==> config.mk <==
export PLATFORM = sky130hd
export DESIGN_NAME = hsat_shift
export DESIGN_NICKNAME = d
export VERILOG_FILES = /design/src/rtl/hss_pkg.sv /design/src/rtl/hss_lane_pick.sv /design/src/rtl/hss_sat_core.sv /design/src/rtl/hss_lane_merge.sv /design/src/rtl/hsat_shift.sv
export SDC_FILE = /design/constraint.sdc
export NUM_CORES = 1
export LEC_CHECK = 0
export ABC_CLOCK_PERIOD_IN_PS = 3900
export BUFFER_PORTS_ARGS = -buffer_cell sky130_fd_sc_hd__buf_2
export CORE_MARGIN = 5
export CORE_UTILIZATION = 30
export DETAILED_ROUTE_END_ITERATION = 16
export HOLD_SLACK_MARGIN = 0.05
export PLACE_DENSITY = 0.59
export SYNTH_ARGS = -nofsm -noshare
export SYNTH_HDL_FRONTEND = slang
export SYNTH_SLANG_ARGS = --single-unit
==> constraint.sdc <==
create_clock -name clk -period 3.9 [get_ports clk]
set_input_delay 0.195 -clock clk [delete_from_list [all_inputs] [get_ports clk]]
set_output_delay 0.195 -clock clk [all_outputs]
set_load 0.05 [all_outputs]
==> src/rtl/hss_pkg.sv <==
package hss_pkg;
   typedef enum logic {
      LANE_LO = 1'b0,
      LANE_HI = 1'b1
   } lane_e;
endpackage

==> src/rtl/hss_lane_pick.sv <==
module hss_lane_pick
   import hss_pkg::*;
#(
   parameter int HALF_W = 16
) (
   input  logic [2*HALF_W-1:0] word,
   input  lane_e               lane,
   output logic [HALF_W-1:0]   half
);
   always_comb begin
      unique case (lane)
         LANE_HI: half = word[2*HALF_W-1:HALF_W];
         default: half = word[HALF_W-1:0];
      endcase
   end

   // the picked half matches the word slice for the selected lane
   always_comb begin
      if (lane == LANE_HI)
         p_pick_hi_r1: assert (half == word[2*HALF_W-1:HALF_W]);
   end
endmodule

==> src/rtl/hss_sat_core.sv <==
module hss_sat_core #(
   parameter int HALF_W = 16,
   parameter int CNT_W  = 5
) (
   input  logic [HALF_W-1:0] operand,
   input  logic [CNT_W-1:0]  shamt,
   output logic [HALF_W-1:0] result,
   output logic              ovf
);
   localparam int MAX_SH = (1 << CNT_W) - 1;
   localparam int WIDE   = HALF_W + MAX_SH + 1;
   localparam int TOP_W  = WIDE - HALF_W + 1;
   localparam logic [HALF_W-1:0] POS_LIM = {1'b0, {(HALF_W-1){1'b1}}};
   localparam logic [HALF_W-1:0] NEG_LIM = {1'b1, {(HALF_W-1){1'b0}}};

   logic              sgn;
   logic [WIDE-1:0]   ext;
   logic [WIDE-1:0]   shifted;
   logic [TOP_W-1:0]  top;
   logic              fits;

   assign sgn     = operand[HALF_W-1];
   assign ext     = {{(WIDE-HALF_W){sgn}}, operand};
   assign shifted = ext << shamt;
   assign top     = shifted[WIDE-1:HALF_W-1];
   assign fits    = (&top) | ~(|top);
   assign ovf     = ~fits;
   assign result  = fits ? shifted[HALF_W-1:0] : (sgn ? NEG_LIM : POS_LIM);

   always_comb begin
      // a saturated non-negative operand yields the positive limit
      if (ovf && !operand[HALF_W-1])
         p_pos_sat_r3: assert (result == POS_LIM);
      // a saturated negative operand yields the negative limit
      if (ovf && operand[HALF_W-1])
         p_neg_sat_r4: assert (result == NEG_LIM);
      // a zero count passes the operand through
      if (shamt == '0)
         p_zero_count_r6: assert (result == operand && !ovf);
      // a zero operand never saturates
      if (operand == '0)
         p_zero_operand_r7: assert (result == '0 && !ovf);
      // an exact result keeps the sign of the operand
      if (!ovf && operand != '0)
         p_exact_sign_r5: assert (result[HALF_W-1] == operand[HALF_W-1] || result == '0);
   end
endmodule

==> src/rtl/hss_lane_merge.sv <==
module hss_lane_merge
   import hss_pkg::*;
#(
   parameter int HALF_W = 16
) (
   input  logic [2*HALF_W-1:0] old_word,
   input  logic [HALF_W-1:0]   half,
   input  lane_e               lane,
   output logic [2*HALF_W-1:0] new_word
);
   always_comb begin
      unique case (lane)
         LANE_HI: new_word = {half, old_word[HALF_W-1:0]};
         default: new_word = {old_word[2*HALF_W-1:HALF_W], half};
      endcase
   end

   // the lane that is not written keeps the old contents
   always_comb begin
      if (lane == LANE_HI)
         p_keep_lo_r2: assert (new_word[HALF_W-1:0] == old_word[HALF_W-1:0]);
      else
         p_keep_hi_r2: assert (new_word[2*HALF_W-1:HALF_W] == old_word[2*HALF_W-1:HALF_W]);
   end
endmodule

==> src/rtl/hsat_shift.sv <==
module hsat_shift
   import hss_pkg::*;
#(
   parameter int HALF_W     = 16,
   parameter int CNT_W      = 5,
   parameter bit REGISTERED = 1'b1
) (
   input  logic                clk,
   input  logic                rst,
   input  logic                in_vld,
   input  logic [2*HALF_W-1:0] src_word,
   input  logic [2*HALF_W-1:0] dst_old,
   input  logic                src_hi,
   input  logic                dst_hi,
   input  logic [CNT_W-1:0]    shamt,
   output logic [2*HALF_W-1:0] dst_new,
   output logic                ovf
);
   localparam int WORD_W = 2 * HALF_W;

   if (HALF_W < 2) begin : g_bad_half
      $error("hsat_shift: HALF_W must be at least 2");
   end
   if (CNT_W < 1 || CNT_W > 6) begin : g_bad_cnt
      $error("hsat_shift: CNT_W must lie in 1..6");
   end

   logic [HALF_W-1:0] op_half;
   logic [HALF_W-1:0] res_half;
   logic              ovf_c;
   logic [WORD_W-1:0] word_c;

   hss_lane_pick #(.HALF_W(HALF_W)) u_pick (
      .word (src_word),
      .lane (lane_e'(src_hi)),
      .half (op_half)
   );

   hss_sat_core #(.HALF_W(HALF_W), .CNT_W(CNT_W)) u_core (
      .operand (op_half),
      .shamt   (shamt),
      .result  (res_half),
      .ovf     (ovf_c)
   );

   hss_lane_merge #(.HALF_W(HALF_W)) u_merge (
      .old_word (dst_old),
      .half     (res_half),
      .lane     (lane_e'(dst_hi)),
      .new_word (word_c)
   );

   if (REGISTERED) begin : g_reg
      logic [WORD_W-1:0] word_q;
      logic              ovf_q;

      always_ff @(posedge clk) begin
         if (rst) begin
            word_q <= '0;
            ovf_q  <= 1'b0;
         end else if (in_vld) begin
            word_q <= word_c;
            ovf_q  <= ovf_c;
         end
      end

      assign dst_new = word_q;
      assign ovf     = ovf_q;

      // reset clears the output register
      p_reset_clear_r10: assert property (@(posedge clk)
         rst |=> (dst_new == '0 && !ovf));
      // no strobe, no change
      p_hold_r9: assert property (@(posedge clk) disable iff (rst)
         !in_vld |=> ($stable(dst_new) && $stable(ovf)));
      // a strobe captures the flag computed from the inputs
      p_load_r9: assert property (@(posedge clk) disable iff (rst)
         in_vld |=> (ovf == $past(ovf_c)));
   end else begin : g_comb
      logic unused_ctl;
      assign unused_ctl = ^{clk, rst, in_vld};
      assign dst_new    = word_c;
      assign ovf        = ovf_c;
   end
endmodule

==> metrics <==
leakage power ~1.9 nW; Root Buffer clkbuf_16; post-synthesis xor/xnor area fraction 0%; antenna fix cells 0; hold slack 0.2321 ns; Crit Path Category input pin to register; Compound-Gate Fraction of Synth Area ~30%; Worst EP arrival 3.83 ns; Async S/R FF share, synth 0%; IO buf count 106; Clock Sinks 33; global-route usage over all layers 17.73%; minimum clock period 3.659 ns; Final Cell Area 4619 sq um; DR vias 4,110; via count of the first global-routing pass 4,131; Initial Util just over 30%; hold-critical path depth 3; dpl ws -0.05983 ns; unique cell type count in the Yosys netlist 71; Top FF cell, synth dfxtp_1; final hold violations 0; worst r2r path cells 2; area grow syn2layout 23.11%; clk slew on worst S/H paths 0.05 ns; VDD IR max about 0.15 mV; Layout Nets 605; Worst slew margin 31.69%; antenna viol nets, final 0; post-synth top area cell dfxtp_1; Die W 121.8 um; Synth Area in Simple Gates 17.81%; die height 121.8 um; fin crit share 93.81%; MaxCap Viol Count 0; Finished Core Util 37.98%; grt ovf 0; DIE AREA 14,850 sq um; drt wl/cell 19.37 um; Req. time, crit path 4.08 ns; Hold WC Path Type input pin to register; CTS max path bufs 2; Setup TNS 0 ns; row count 40; cts bufs inserted 5; dpl cells 692; CTS tree built; Mapped Area 3752 sq um; mux contribution to synthesized area 27.58%; Max Freq 273.3 MHz; maximum number of pins on one net before global-route repair 35; Post-synth top cells nand2_1, dfxtp_1, o22ai_1; most frequent cell after synthesis nand2_1; Synthesis Warnings 0; unrepaired setup endpoints after global routing false; core area roughly 12,000 sq um; Vias/cell 5.871; final setup violation count 0; initial antenna violation count 0; gate count of the mapped netlist between 400 and 500; status complete, no violations; crit path max fanout 21; Post-Synth Adder-Cell Area 0%; Hold Buf Count CTS 0; H-tree levels 2; first-pass GRT wire length between 20,000 and 25,000 um; Worst setup EP type register; final WL 13,560 um; final worst setup slack 0.2413 ns; Residual DRC 0; layout cells sized above 1 38.35%; Pins Over Slew Limit 0; Post-synth EDFFs 0; PwrDens around 300 nW/um^2; HPWL Detailed 10,760 um; largest family of logic cells by synthesized area compound AO/OA/AOI/OAI gates; post-placement cell area 4474 sq um; average cell area after synthesis between 8 and 9 sq um; syn_nets roughly 510; Seq/Total Area, Yosys between 15 and 20%; total power 1.359 mW; Clk Latency, worst-skew pair around 0.27 ns; drt pass-1 iters 6; Worst-Margin Slew 0.9989 ns; gpl congestion ~0.96; # IOs ~110; startpoint types input pin; top-area cell type share of the netlist area 17.61%; ranking of synthesized cells by area dfxtp_1, mux4_2, mux2_2, mux2i_1, a211oi_1; initial drt markers 399; number of synthesized register bits 33; worst clock skew 0 ns; final non-filler cell total 700
==> state kept, by name, summed over array words and instances, names as in the netlist <==
| name | cells |
|---|---|
| dst_new | 32 |
| ovf | 1 |
==> critical path, stage by stage <==
cell and delay [ns]:
clkbuf_4 0.25, buf_12 0.21, buf_4 0.18, mux2i_1 0.09, mux4_2 0.57, and3_1 0.22, a2111oi_0 0.79, nand4b_1 0.20
or3_1 0.41, a21boi_4 0.30, a21boi_1 0.12, o32ai_1 0.29
==> layer usage <==
| metal | up-vias | wire [um] | part of all wire [%] | GRT usage (%) |
|---|---|---|---|---|
| li1 | 1917 | - | - | - |
| met1 | 1953 | 5573 | 41 | 22.82 |
| met2 | 202 | 6552 | 48 | 30.18 |
| met3 | 38 | 989 | 7.3 | 2.600 |
| met4 | 0 | 442 | 3.3 | 6.303 |
| met5 | - | 0 | 0 | 0 |
==> power by group <==
group	switching, mW	internal (mW)	total (mW)	leakage [nW]
Sequential	0.0136	0.364	0.378	0.274
Combinational	0.374	0.230	0.604	1.51
Clock	0.143	0.234	0.376	0.0696
==> repair_timing <==
action | in CTS | in global routing
buffers inserted | 0 | 0
gates resized for setup | 0 | 1
setup endpoints to repair | 0 | 5
==> cell usage in the layout, fill, tap and decap left out, types with 3 or more instances in the layout <==
master / Yosys / final
nand2_1: 36 / 36
or2_2: 4 / 4
mux4_2: 19 / 19
a211oi_1: 28 / 28
or3_1: 5 / 5
and3_1: 6 / 6
a211o_1: 3 / 3
o22ai_1: 33 / 33
buf_4: 2 / 21
mux2i_1: 25 / 25
and2_1: 4 / 4
a2bb2oi_1: 3 / 3
o32ai_1: 5 / 5
buf_2: 5 / 105
a32o_1: 3 / 3
nand2b_1: 10 / 10
nor3_1: 7 / 7
o21ai_0: 17 / 17
o221ai_1: 4 / 4
a21oi_1: 16 / 16
nor2b_1: 7 / 7
inv_1: 5 / 5
nor2_1: 23 / 23
a22oi_1: 3 / 3
mux2_2: 27 / 27
o211ai_1: 7 / 7
nand4_1: 4 / 4
o22a_1: 4 / 4
nand3_1: 7 / 7
buf_12: 1 / 3
clkbuf_16: 0 / 5
dfxtp_1: 33 / 33
==> logic make-up (layout without fill, tap and decap cells) <==
kind of cell / count (synthesis) / in the layout
multiplexers: 74 / 74
flip-flops: 33 / 33
buffers and inverters: 47 / 146
AO/OA/AOI/OAI: 152 / 152
AND/OR/NAND/NOR: 127 / 127
==> layout make-up <==
type | count | area, sq um
Clock buffer | 5 | 125.1
Clock inverter | 3 | 17.52
Fill cell | 1253 | 7542
Inverter | 8 | 30.03
Multi-Input combinational cell | 353 | 2825
Sequential cell | 33 | 660.6
Tap cell | 168 | 210.2
Timing Repair Buffer | 130 | 750.7
==> path summary, 6_finish.rpt <==
kind                      end         from  slack (ns)
setup reg to reg  dst_new[16]  dst_new[16]        3.11
hold / removal    dst_new[21]  dst_old[21]        0.23
setup / recovery   dst_new[4]     shamt[0]        0.24
hold reg to reg           ovf          ovf        0.47
No activity file was read; power rests on OpenSTA's default activity.
